### src/rtl/lin_tick_pkg.sv
package lin_tick_pkg;

  localparam int REG_W   = 8;
  localparam int PRE_W   = 2;
  localparam int MUL_W   = 5;
  localparam int DIV_W   = 9;
  localparam int PRE_CW  = 2 ** PRE_W;
  localparam int N_STAGE = 3;

  localparam logic [REG_W-1:0] IDX_DIV = 8'h0C;
  localparam logic [REG_W-1:0] IDX_MUL = 8'h0D;
  localparam logic [REG_W-1:0] IDX_CTL = 8'h0E;

  function automatic int stage_w(input int i);
    case (i)
      0:       return PRE_CW;
      1:       return MUL_W;
      default: return DIV_W;
    endcase
  endfunction

  function automatic int stage_off(input int i);
    int s;
    s = 0;
    for (int k = 0; k < i; k++) s += stage_w(k);
    return s;
  endfunction

  localparam int LAST_W = stage_off(N_STAGE);

endpackage

### src/rtl/lin_tick_rstsync.sv
module lin_tick_rstsync #(
  parameter int STAGES = 2
) (
  input  logic clk,
  input  logic rst_in_n,
  output logic rst_out_n
);

  logic [STAGES-1:0] sh_q;
  logic [STAGES-1:0] sh_d;

  always_comb begin
    sh_d = {sh_q[STAGES-2:0], 1'b1};
  end

  always_ff @(posedge clk or negedge rst_in_n) begin
    if (!rst_in_n) sh_q <= '0;
    else           sh_q <= sh_d;
  end

  assign rst_out_n = sh_q[STAGES-1];

endmodule

### src/rtl/lin_tick_regs.sv
module lin_tick_regs
  import lin_tick_pkg::*;
(
  input  logic             clk,
  input  logic             rst_n,
  input  logic             addr_we,
  input  logic             data_we,
  input  logic             data_rd,
  input  logic [REG_W-1:0] wdata,
  output logic [REG_W-1:0] rdata,
  output logic [PRE_W-1:0] pre_f,
  output logic [MUL_W-1:0] mul_f,
  output logic [DIV_W-1:0] div_f,
  output logic             run,
  output logic             restart
);

  logic [REG_W-1:0] idx_q,   idx_d;
  logic [PRE_W-1:0] pre_q,   pre_d;
  logic [MUL_W-1:0] mul_q,   mul_d;
  logic [DIV_W-1:0] div_q,   div_d;
  logic             run_q,   run_d;
  logic [REG_W-1:0] rdata_q, rdata_d;

  logic             sel_div, sel_mul, sel_ctl;
  logic             wr_div, wr_mul, wr_ctl;
  logic [REG_W-1:0] view_mul, view_div, view_ctl, rd_mux;

  always_comb begin
    sel_div = (idx_q == IDX_DIV);
    sel_mul = (idx_q == IDX_MUL);
    sel_ctl = (idx_q == IDX_CTL);
    wr_div  = data_we & sel_div;
    wr_mul  = data_we & sel_mul;
    wr_ctl  = data_we & sel_ctl;
  end

  always_comb begin
    view_mul = {pre_q, mul_q, div_q[DIV_W-1]};
    view_div = div_q[REG_W-1:0];
    view_ctl = {{(REG_W-1){1'b0}}, run_q};
    rd_mux   = '0;
    if (sel_mul) rd_mux = view_mul;
    if (sel_div) rd_mux = view_div;
    if (sel_ctl) rd_mux = view_ctl;
  end

  always_comb begin
    idx_d   = addr_we ? wdata : idx_q;
    pre_d   = pre_q;
    mul_d   = mul_q;
    div_d   = div_q;
    run_d   = run_q;
    rdata_d = data_rd ? rd_mux : rdata_q;
    if (wr_mul) begin
      pre_d            = wdata[REG_W-1 -: PRE_W];
      mul_d            = wdata[MUL_W:1];
      div_d[DIV_W-1]   = wdata[0];
    end
    if (wr_div) div_d[REG_W-1:0] = wdata;
    if (wr_ctl) run_d = wdata[0];
  end

  always_ff @(posedge clk or negedge rst_n) begin
    if (!rst_n) begin
      idx_q   <= '0;
      pre_q   <= '0;
      mul_q   <= '0;
      div_q   <= '0;
      run_q   <= 1'b0;
      rdata_q <= '0;
    end else begin
      idx_q   <= idx_d;
      pre_q   <= pre_d;
      mul_q   <= mul_d;
      div_q   <= div_d;
      run_q   <= run_d;
      rdata_q <= rdata_d;
    end
  end

  assign rdata   = rdata_q;
  assign pre_f   = pre_q;
  assign mul_f   = mul_q;
  assign div_f   = div_q;
  assign run     = run_q;
  assign restart = wr_div | wr_mul;

endmodule

### src/rtl/lin_tick_stage.sv
module lin_tick_stage #(
  parameter int CNT_W = 4
) (
  input  logic             clk,
  input  logic             rst_n,
  input  logic             clr,
  input  logic             step,
  input  logic [CNT_W-1:0] last,
  output logic             wrap
);

  logic [CNT_W-1:0] cnt_q, cnt_d;
  logic             hit;

  always_comb begin
    hit   = (cnt_q == last);
    wrap  = step & hit & ~clr;
    cnt_d = cnt_q;
    if (clr)       cnt_d = '0;
    else if (step) cnt_d = hit ? '0 : cnt_q + 1'b1;
  end

  always_ff @(posedge clk or negedge rst_n) begin
    if (!rst_n) cnt_q <= '0;
    else        cnt_q <= cnt_d;
  end

endmodule

### src/rtl/lin_tick_chain.sv
module lin_tick_chain
  import lin_tick_pkg::*;
(
  input  logic              clk,
  input  logic              rst_n,
  input  logic              run,
  input  logic              restart,
  input  logic [LAST_W-1:0] last_flat,
  output logic              tick
);

  logic [N_STAGE:0] step;
  logic             clr;
  logic             tick_q, tick_d;

  assign clr     = ~run | restart;
  assign step[0] = run;

  for (genvar i = 0; i < N_STAGE; i++) begin : g_stage
    localparam int SW  = stage_w(i);
    localparam int OFS = stage_off(i);
    lin_tick_stage #(.CNT_W(SW)) u_stage (
      .clk   (clk),
      .rst_n (rst_n),
      .clr   (clr),
      .step  (step[i]),
      .last  (last_flat[OFS +: SW]),
      .wrap  (step[i+1])
    );
  end

  always_comb begin
    tick_d = clr ? 1'b0 : step[N_STAGE];
  end

  always_ff @(posedge clk or negedge rst_n) begin
    if (!rst_n) tick_q <= 1'b0;
    else        tick_q <= tick_d;
  end

  assign tick = tick_q;

endmodule

### src/rtl/lin_tick_gen.sv
module lin_tick_gen
  import lin_tick_pkg::*;
#(
  parameter int SYNC_STAGES = 2
) (
  input  logic             clk,
  input  logic             rst_n,
  input  logic             addr_we,
  input  logic             data_we,
  input  logic             data_rd,
  input  logic [REG_W-1:0] wdata,
  output logic [REG_W-1:0] rdata,
  output logic             tick
);

  logic              rst_core_n;
  logic [PRE_W-1:0]  pre_f;
  logic [MUL_W-1:0]  mul_f;
  logic [DIV_W-1:0]  div_f;
  logic              run_q;
  logic              restart;
  logic [PRE_CW-1:0] pre_last;
  logic [MUL_W-1:0]  mul_last;
  logic [DIV_W-1:0]  div_last;
  logic [LAST_W-1:0] last_flat;

  lin_tick_rstsync #(.STAGES(SYNC_STAGES)) u_rst (
    .clk       (clk),
    .rst_in_n  (rst_n),
    .rst_out_n (rst_core_n)
  );

  lin_tick_regs u_regs (
    .clk     (clk),
    .rst_n   (rst_core_n),
    .addr_we (addr_we),
    .data_we (data_we),
    .data_rd (data_rd),
    .wdata   (wdata),
    .rdata   (rdata),
    .pre_f   (pre_f),
    .mul_f   (mul_f),
    .div_f   (div_f),
    .run     (run_q),
    .restart (restart)
  );

  always_comb begin
    pre_last  = PRE_CW'((32'd2 << pre_f) - 32'd1);
    mul_last  = mul_f;
    div_last  = (div_f == '0) ? '0 : div_f - 1'b1;
    last_flat = {div_last, mul_last, pre_last};
  end

  lin_tick_chain u_chain (
    .clk       (clk),
    .rst_n     (rst_core_n),
    .run       (run_q),
    .restart   (restart),
    .last_flat (last_flat),
    .tick      (tick)
  );

endmodule

### config.mk
export PLATFORM = sky130hd
export DESIGN_NAME = lin_tick_gen
export DESIGN_NICKNAME = d
export VERILOG_FILES = /design/src/rtl/lin_tick_pkg.sv /design/src/rtl/lin_tick_rstsync.sv /design/src/rtl/lin_tick_regs.sv /design/src/rtl/lin_tick_stage.sv /design/src/rtl/lin_tick_chain.sv /design/src/rtl/lin_tick_gen.sv
export SDC_FILE = /design/constraint.sdc
export NUM_CORES = 1
export LEC_CHECK = 0
export ABC_AREA = 0
export BUFFER_PORTS_ARGS = -buffer_cell sky130_fd_sc_hd__buf_2
export CAP_MARGIN = 10
export CORE_MARGIN = 2
export CORE_UTILIZATION = 45
export CTS_BUF_LIST = sky130_fd_sc_hd__clkbuf_2
export CTS_CLUSTER_DIAMETER = 30
export DETAILED_ROUTE_END_ITERATION = 8
export PLACE_DENSITY = 0.72
export SKIP_CTS_REPAIR_TIMING = 1
export SLEW_MARGIN = 20
export SYNTH_ARGS = -nofsm -noshare
export SYNTH_HDL_FRONTEND = slang
export SYNTH_SLANG_ARGS = --single-unit
export TNS_END_PERCENT = 20
### constraint.sdc
create_clock -name clk -period 1.9 [get_ports clk]
set_input_delay 0.38 -clock clk [delete_from_list [all_inputs] [get_ports clk]]
set_output_delay 0.38 -clock clk [all_outputs]
set_load 0.02 [all_outputs]
==> metrics.txt, run 1 <==
Flop pwr share=54.6%; DRC=0; post-synthesis simple-gate area fraction=20.1%; required time worst endpoint=2.29 ns; commonest non-fill, non-tap cells in the layout=54 x buf_4, 53 x dfrtp_1, 23 x nand2_1, 22 x mux2_2, 21 x buf_2; critical-path cell list=inv_2 > ha_1 > nor4b_2 > buf_4 > nor4b_1 > nor3_1 > o211ai_1 > buf_4 > nor3_1 > buf_4 > o31ai_2; DP Area=3560 um^2; Synth Instances=286; die area=7310 um^2; starting density of the core=46.8%; Setup WS post-layout=-0.502 ns; first-pass GRT wire length=11800 um; Tcrit/Tclk final=126%; die height=85.5 um; Clock Skew=0.0216 ns; CTS root buffer=clkbuf_2; largest family of logic cells by synthesized area=simple AND/OR/NAND/NOR gates; FF+latch count, synth=54; Worst VDD drop=0.363 mV; ys flop type=dfrtp_1; num ports=22; design area=3750 um^2; Mapped Nets=304; vias in the first global route=2493; async set-or-reset flop fraction in the synthesized netlist=100%; commonest non-fill, non-tap cell in the layout=buf_4; initial antenna violation count=0; worst slack, placed=-0.544 ns; total number of vias=2508; Crit path largest cell delay=0.43 ns; final setup fails=15; Layout area overhead=25.4%; FP Rows=29; non-filler cells, final=438; Slew @ Worst Pin=0.586 ns; Yosys Warn Count=0; Adder-Cell Fraction of Synth Area=2.09%; post-layout util=58.7%; DRT Pass-1 Iters=4; Max Cap Viol=0; antenna-violating nets left=0; min cycle time layout=2.40 ns; Register-to-Register Path Depth=11; fmax=416 MHz; Final Hold Vio Count=0; sequential share of the synthesized area=45.2%; Post-synth EDFFs=0; clock tree buffer depth=2; Worst path top cell family by delay=simple AND/OR/NAND/NOR gates; most frequent cell on the critical path=buf_4; dpl hpwl=5360 um; post-synthesis mux area share=13.6%; syn avg cell area=10.5 um^2; RSZ-0062 raised after global routing=true; clk slew on worst S/H paths=0.26 ns; number of library cell types mapped by synthesis=58; final WL=7140 um; crit-path max FO=7; Inserted Diodes=0; XOR/XNOR Fraction of Synth Area=4.31%; layout cells sized above 1=38.8%; clock latency on the worst-skew pair=0.46 ns; Post-Place Cells=427; Critical Path Source Type=flop; WP depth=11; Setup CP Type=reg2reg; Iteration-0 DRC Markers=67; overall routing resource usage=20.5%; chip width=85.5 um; Setup TNS=-5.58 ns; pin count of the biggest net entering global routing=27; H-Tree Depth=2; nets=378; Clk pwr share=19.9%; Slew Viols, Final=0; Via-to-Cell Ratio=5.73; Slew headroom=61.0%; Crit path buffers/inverters=4; CTS Sinks=54; CTS buffer count=5; crit end category=flop; combinational power share=25.5%; PD cells=622 nW/um^2; internal power=1610 uW; # port buffers=21; violated checks=negative setup slack; post-synthesis compound-gate area fraction=10.8%; CP max-delay cell=dfrtp_1; Crit path arrival time=2.79 ns; routed length per placed instance=16.3 um; GP Congestion=0.866; status=complete, but fails checks; switching power share of the total=31.1%; Post-Syn Area=2990 um^2; Pleak=0.00174 uW; CTS tree=built; Overflow after GRT=0; Core Footprint=6390 um^2; NetSw=725 uW; Hold WC Path Type=in2reg; WHS Path Cells=3
[cells in the mapped netlist, types with 3 or more instances]
library cell | instances | area share (%)
o21ai_0 | 14 | 2.3
inv_1 | 14 | 1.8
dfrtp_1 | 54 | 45
o21a_1 | 3 | 0.75
ha_1 | 5 | 2.1
nand2b_1 | 3 | 0.63
nor3_1 | 7 | 1.2
nand3_1 | 9 | 1.5
mux2i_1 | 16 | 5.4
a21o_1 | 4 | 1.0
clkbuf_1 | 6 | 0.75
nor2_1 | 14 | 1.8
mux2_2 | 22 | 8.3
o22ai_1 | 7 | 1.5
xnor2_1 | 10 | 2.9
or3_1 | 4 | 0.84
nor4b_1 | 3 | 0.88
nand2_1 | 23 | 2.9
nor4_1 | 9 | 1.9
and3_1 | 9 | 1.9
[final timing paths]
path / startpoint / end / slack (ns)
setup / recovery: u_regs.div_f[0]$_DFFE_PN0P_ / u_chain.g_stage[2].u_stage.cnt_q[1]$_DFFE_PN0P_ / -0.50
hold / removal: wdata[5] / u_regs.div_f[5]$_DFFE_PN0P_ / 0.16
setup reg to reg: u_regs.div_f[0]$_DFFE_PN0P_ / u_chain.g_stage[2].u_stage.cnt_q[1]$_DFFE_PN0P_ / -0.50
hold reg to reg: u_rst.sh_q[1]$_DFF_PN0_ / u_regs.rdata[4]$_DFFE_PN0P_ / 0.28
max in group asynchronous: u_rst.sh_q[1]$_DFF_PN0_ / u_chain.g_stage[2].u_stage.cnt_q[3]$_DFFE_PN0P_ / 1.00
min in group asynchronous: rst_n / u_rst.sh_q[1]$_DFF_PN0_ / 0.18
[state kept, by name, indices dropped and copies added (netlist names)]
register	flops
u_chain.g_stage.u_stage.cnt_q	18
u_regs.div_f	9
u_regs.idx_q	8
u_regs.rdata	8
u_regs.mul_f	5
u_regs.pre_f	2
u_rst.sh_q	2
u_chain.tick	1
u_regs.run	1
[worst reg2reg max path: stages, from the launching register on]
cell and delay [ns]:
dfrtp_1 0.43, inv_2 0.07, ha_1 0.21, nor4b_2 0.16
buf_4 0.16, nor4b_1 0.41, nor3_1 0.11, o211ai_1 0.22
buf_4 0.17, nor3_1 0.04, buf_4 0.15, o31ai_2 0.21
[routing by layer]
layer,vias up,share of wire (%),routed length (um),track usage [%]
met4,0,1.4,98,5.48
li1,1187,-,-,-
met1,1249,44,3110,26.1
met2,57,51,3630,35.2
met5,-,0,0,0
met3,15,4.2,299,4.91
[cells by family after synthesis]
kind of cell	after synthesis
compound gates	48
xor+xnor	13
fa+ha+maj	5
buf+inv	25
flops	54
mux	38
other cells	1
simple gates	102
[cell type report]
| type | count | area [um^2] |
|---|---|---|
| fillers | 532 | 2640 |
| multi-input cells | 207 | 1660 |
| flip-flops and latches | 54 | 1350 |
| repair buffers | 78 | 543 |
| well taps | 77 | 96.3 |
| inverters | 14 | 52.6 |
| clock buffers | 5 | 25.0 |
| clock inverters | 3 | 21.3 |
[power groups by stage]
stage	sequential, uW	combinational, uW	clock (uW)
floorplan	1280	323	0
global placement	1290	533	0
detailed placement	1290	549	0
CTS	1270	552	490
global route	1280	643	531
finish	1270	594	464
[metrics by stage]
step           hold WS (ns)  total power (uW)
3_5_place_dp          0.166              1840
5_1_grt               0.101              2460
3_3_place_gp          0.164              1820
4_1_cts              -0.394              2310
2_1_floorplan        0.0844              1610
6_report              0.162              2330
Power figures use the tool's default switching activity.
==> run 2: changes to the inputs <==
--- a/config.mk
+++ b/config.mk
@@ -6,7 +6,7 @@
 export NUM_CORES = 1
 export LEC_CHECK = 0
 export ABC_AREA = 0
-export BUFFER_PORTS_ARGS = -buffer_cell sky130_fd_sc_hd__buf_2
+export BUFFER_PORTS_ARGS = -buffer_cell sky130_fd_sc_hd__buf_4
 export CAP_MARGIN = 10
 export CORE_MARGIN = 2
 export CORE_UTILIZATION = 45
==> run 2 against run 1 <==
Compared with the run above:
- the run still ends with negative setup slack left
- cell count stayed put
- first-iteration DRC count up 81%
- worst hold slack worse by 0.050 ns
- critical endpoint is now u_chain.g_stage[2].u_stage.cnt_q[5]$_DFFE_PN0P_
- largest power group unchanged
- core utilization rose by 1.5 points
- cell area grew 2.5%
- combinational power rose by 3%
==> metrics.txt, run 2 (synthesis gave the netlist of run 1 again) <==
Slew Viols, Final=0; combinational power share=25.4%; required time worst endpoint=2.30 ns; commonest non-fill, non-tap cells in the layout=76 x buf_4, 53 x dfrtp_1, 23 x nand2_1, 22 x mux2_2, 14 x mux2i_1; total number of vias=2486; dpl hpwl=5280 um; Setup WS post-layout=-0.517 ns; DRC=0; Hold WC Path Type=in2reg; Slew @ Worst Pin=0.651 ns; crit-path max FO=6; Overflow after GRT=0; clock latency on the worst-skew pair=0.48 ns; overall routing resource usage=19.8%; routed length per placed instance=16.3 um; PD cells=625 nW/um^2; NetSw=778 uW; Iteration-0 DRC Markers=121; Tcrit/Tclk final=127%; GP Congestion=0.878; Via-to-Cell Ratio=5.68; Crit path largest cell delay=0.47 ns; die height=85.5 um; internal power=1630 uW; design area=3840 um^2; clk slew on worst S/H paths=0.32 ns; # fillers=548; Final Hold Vio Count=0; Core Footprint=6390 um^2; layout cells sized above 1=39.9%; Flop pwr share=52.5%; nets=378; DP Area=3610 um^2; Slew headroom=56.6%; num ports=22; critical-path cell list=buf_4 > nor4_1 > buf_4 > a22oi_1 > o32ai_1 > o21ai_1 > nor4_4 > buf_4 > nor4_1; Clk pwr share=22.0%; Layout area overhead=28.6%; fmax=414 MHz; commonest non-fill, non-tap cell in the layout=buf_4; final WL=7120 um; initial antenna violation count=0; H-Tree Depth=2; switching power share of the total=32.3%; # port buffers=21; CTS Sinks=54; Pleak=0.00175 uW; Crit path arrival time=2.82 ns; max FFs per register=18; CTS buffer count=5; first-pass GRT wire length=11500 um; pin count of the biggest net entering global routing=53; CP max-delay cell=dfrtp_1; Top reg by flops=u_chain.g_stage.u_stage.cnt_q; Worst VDD drop=0.470 mV; min cycle time layout=2.42 ns; chip width=85.5 um; starting density of the core=46.8%; FP Rows=29; Critical Path Source Type=flop; vias in the first global route=2380; die area=7310 um^2; most frequent cell on the critical path=buf_4; CTS root buffer=clkbuf_2; clock tree buffer depth=2; antenna-violating nets left=0; CTS tree=built; crit end category=flop; violated checks=negative setup slack; Clock Skew=0.0265 ns; Max Cap Viol=0; RSZ-0062 raised after global routing=true; Setup CP Type=reg2reg; status=complete, but fails checks; final setup fails=15; Inserted Diodes=0; DRT Pass-1 Iters=4; post-layout util=60.2%; worst slack, placed=-0.521 ns
## run 2: cell types whose count changed in the layout (fill, tap and decap cells not counted), moves of 2 or more
cell and delta:
mux2i_2 +2, buf_2 -21, mux2i_1 -2, buf_4 +22
nor4_2 -2
## run 2: power by group through the flow
stage	clock network (uW)	logic [uW]	registers [uW]
2_1_floorplan	0	323	1280
3_3_place_gp	0	545	1270
3_5_place_dp	0	558	1280
4_1_cts	546	561	1260
5_1_grt	584	668	1270
6_report	530	611	1260
## run 2: final cells by class
cell class              instances  area (um^2)  share of cell area (%)
clock buffers                   5         25.0                   0.651
clock inverters                 3         28.8                   0.748
inverters                      14         52.6                    1.37
multi-input cells             207         1700                    44.2
flip-flops and latches         54         1350                    35.2
well taps                      77         96.3                    2.51
repair buffers                 78          592                    15.4
## run 2: worst max-delay path: cells and delay by family (launching register included)
family,cells,cell delay (ns)
buffers and inverters,3,0.56
AND/OR/NAND/NOR,3,0.66
flip-flops,1,0.47
AO/OA/AOI/OAI,3,0.65
## run 2: through the flow
step | cells | total power [uW] | hold WS [ns] | setup TNS (ns)
floorplan | 286 | 1610 | 0.0844 | -3.86
global placement | 427 | 1820 | 0.162 | -5.15
detailed placement | 427 | 1830 | 0.163 | -6.14
CTS | 435 | 2360 | -0.399 | -6.96
global route | 438 | 2520 | 0.0740 | -8.29
finish | 438 | 2400 | 0.112 | -5.91
## run 2: final timing paths
| kind | endpoint | slack (ns) | start | cells after the start |
|---|---|---|---|---|
| worst min register to register | u_regs.rdata[0]$_DFFE_PN0P_ | 0.37 | u_rst.sh_q[1]$_DFF_PN0_ | 1 |
| worst min-delay path | u_regs.div_f[5]$_DFFE_PN0P_ | 0.11 | wdata[5] | 3 |
| worst max register to register | u_chain.g_stage[2].u_stage.cnt_q[5]$_DFFE_PN0P_ | -0.52 | u_regs.div_f[4]$_DFFE_PN0P_ | 9 |
| worst max-delay path | u_chain.g_stage[2].u_stage.cnt_q[5]$_DFFE_PN0P_ | -0.52 | u_regs.div_f[4]$_DFFE_PN0P_ | 9 |
| min in group asynchronous | u_rst.sh_q[1]$_DFF_PN0_ | 0.17 | rst_n | 2 |
| max in group asynchronous | u_regs.mul_f[0]$_DFFE_PN0P_ | 1.10 | u_rst.sh_q[1]$_DFF_PN0_ | 1 |
## run 2: layer usage
| layer | part of all wire [%] | GRT usage (%) | up-vias |
|---|---|---|---|
| met2 | 51 | 33.2 | 37 |
| met5 | 0 | 0 | - |
| met3 | 2.3 | 3.46 | 7 |
| li1 | - | - | 1189 |
| met1 | 45 | 26.8 | 1253 |
| met4 | 1.1 | 4.62 | 0 |
==> run 3: changes to the inputs <==
--- a/config.mk
+++ b/config.mk
@@ -14,6 +14,8 @@
 export CTS_CLUSTER_DIAMETER = 30
 export DETAILED_ROUTE_END_ITERATION = 8
 export PLACE_DENSITY = 0.72
+export RECOVER_POWER = 50
+export REMOVE_ABC_BUFFERS = 1
 export SKIP_CTS_REPAIR_TIMING = 1
 export SLEW_MARGIN = 20
 export SYNTH_ARGS = -nofsm -noshare
==> run 3 against run 2 <==
Compared with the run above:
- critical endpoint is now u_chain.g_stage[2].u_stage.cnt_q[7]$_DFFE_PN0P_
- combinational power grew 3.3%
- clock power down 3%
- highest routed layer unchanged
- core utilization increased by 0.059 points
- the flow still finishes with violations (negative setup slack)
- global-route usage rose by 0.52 points
- critical path depth grew 2
- critical path type unchanged
- first-iteration DRC count decreased by 41%
- sequential share of layout area decreased by 0.067 points
==> metrics.txt, run 3 (synthesis gave the netlist of run 1 again) <==
final WL=7190 um; Tcrit/Tclk final=132%; CTS tree=built; Slew Viols, Final=0; CTS Sinks=54; hold endpoint=u_regs.div_f[1]$_DFFE_PN0P_; die area=7310 um^2; Pleak=0.00179 uW; CP max-delay cell=dfrtp_1; min cycle time layout=2.52 ns; worst slack, placed=-0.671 ns; initial antenna violation count=0; nets=386; clock latency on the worst-skew pair=0.49 ns; H-Tree Depth=2; Worst VDD drop=0.410 mV; status=complete, but fails checks; CTS root buffer=clkbuf_2; chip width=85.5 um; DRT Pass-1 Iters=4; commonest non-fill, non-tap cell in the layout=buf_4; Slew @ Worst Pin=1.00 ns; dpl hpwl=5330 um; Via-to-Cell Ratio=5.61; # port buffers=21; post-layout util=60.3%; WHS Path Cells=3; Setup CP Type=reg2reg; fmax=398 MHz; required time worst endpoint=2.31 ns; critical-path cell list=inv_2 > ha_4 > or3b_4 > buf_4 > o21a_1 > a221oi_2 > o211ai_1 > buf_4 > nor4_4 > buf_6 > nor3_1; Clock Skew=0.0195 ns; layout cells sized above 1=37.9%; Final Hold Vio Count=0; Core Footprint=6390 um^2; Critical Path Source Type=flop; max FFs per register=18; Max Cap Viol=0; pin count of the biggest net entering global routing=26; total number of vias=2503; GP Congestion=0.817; Crit path arrival time=2.92 ns; Setup TNS=-7.10 ns; starting density of the core=46.8%; Register-to-Register Path Depth=11; final setup fails=15; num ports=22; PD cells=628 nW/um^2; overall routing resource usage=20.3%; r2r endpoint=u_chain.g_stage[2].u_stage.cnt_q[7]$_DFFE_PN0P_; antenna-violating nets left=0; R2R Setup Slk=-0.62 ns; clk slew on worst S/H paths=0.30 ns; commonest non-fill, non-tap cells in the layout=79 x buf_4, 54 x dfrtp_1, 22 x nand2_1, 22 x mux2_2, 16 x mux2i_1; worst r2r src=u_regs.div_f[1]$_DFFE_PN0P_; most frequent cell on the critical path=buf_4; Inserted Diodes=0; Worst path top cell family by delay=compound AO/OA/AOI/OAI gates; Iteration-0 DRC Markers=71; crit-path max FO=7; hold path startpoint=wdata[1]; Hold WC Path Type=in2reg; vias in the first global route=2431; routed length per placed instance=16.1 um; # fillers=544; sequential cell area=1350 um^2; crit end category=flop; Slew headroom=33.0%; Overflow after GRT=0; die height=85.5 um; first-pass GRT wire length=11800 um; area taken by multi-input logic gates=1640 um^2; DRC=0; clock tree buffer depth=2; Setup WS post-layout=-0.615 ns; Layout area overhead=28.7%; Crit path largest cell delay=0.46 ns; Crit path buffers/inverters=4; Hold Worst Slack=0.104 ns; FP Rows=29; RSZ-0062 raised after global routing=true; violated checks=negative setup slack; CTS buffer count=5; Top reg by flops=u_chain.g_stage.u_stage.cnt_q
## run 3: changes by cell type in the layout (fill, tap and decap cells not counted), sizes merged
cell	before	now
buf	77	82
clkbuf	5	8
inv	16	15
clkinv	1	2
## run 3: how the worst max path moves through the flow
stage                                                            endpoint  slack, ns                   startpoint  cells after the start
after floorplan           u_chain.g_stage[2].u_stage.cnt_q[7]$_DFFE_PN0P_      -0.62  u_regs.div_f[0]$_DFFE_PN0P_                      8
after global placement    u_chain.g_stage[2].u_stage.cnt_q[5]$_DFFE_PN0P_      -0.49  u_regs.div_f[0]$_DFFE_PN0P_                      9
after detailed placement                           u_chain.tick$_DFF_PN0_      -0.67  u_regs.div_f[1]$_DFFE_PN0P_                      8
after CTS                                          u_chain.tick$_DFF_PN0_      -0.72  u_regs.div_f[1]$_DFFE_PN0P_                      8
after global routing      u_chain.g_stage[2].u_stage.cnt_q[7]$_DFFE_PN0P_      -0.78  u_regs.div_f[1]$_DFFE_PN0P_                     11
final                     u_chain.g_stage[2].u_stage.cnt_q[7]$_DFFE_PN0P_      -0.62  u_regs.div_f[1]$_DFFE_PN0P_                     11
## run 3: stage by stage
step,std cells,area (um^2),power (uW)
floorplan,275,2930,1580
global placement,429,3610,1820
detailed placement,429,3610,1840
CTS,437,3660,2350
global route,446,3850,2540
finish,446,3850,2420
## run 3: layer usage
metal | share of wire [%] | global-route usage (%) | wire length (um) | up-vias
met3 | 3.2 | 3.56 | 228 | 16
li1 | - | - | - | 1208
met2 | 49 | 32.2 | 3550 | 54
met4 | 2.5 | 6.93 | 177 | 0
met5 | 0 | 0 | 0 | -
met1 | 45 | 28.2 | 3230 | 1225
## run 3: worst min-delay path, stage by stage
cell and delay, ns:
buf_4 0.10, nand2_1 0.04, o21ai_0 0.06
## run 3: power breakdown
group / switching [uW] / internal, uW
Clock: 406 / 107
Sequential: 64.6 / 1210
Combinational: 299 / 331
## run 3: layout make-up
class                           count  area share (%)
Multi-Input combinational cell    207            42.6
Sequential cell                    54            35.1
Timing Repair Buffer               86            17.0
Tap cell                           77            2.50
Inverter                           14            1.37
Clock inverter                      3           0.748
Clock buffer                        5           0.650
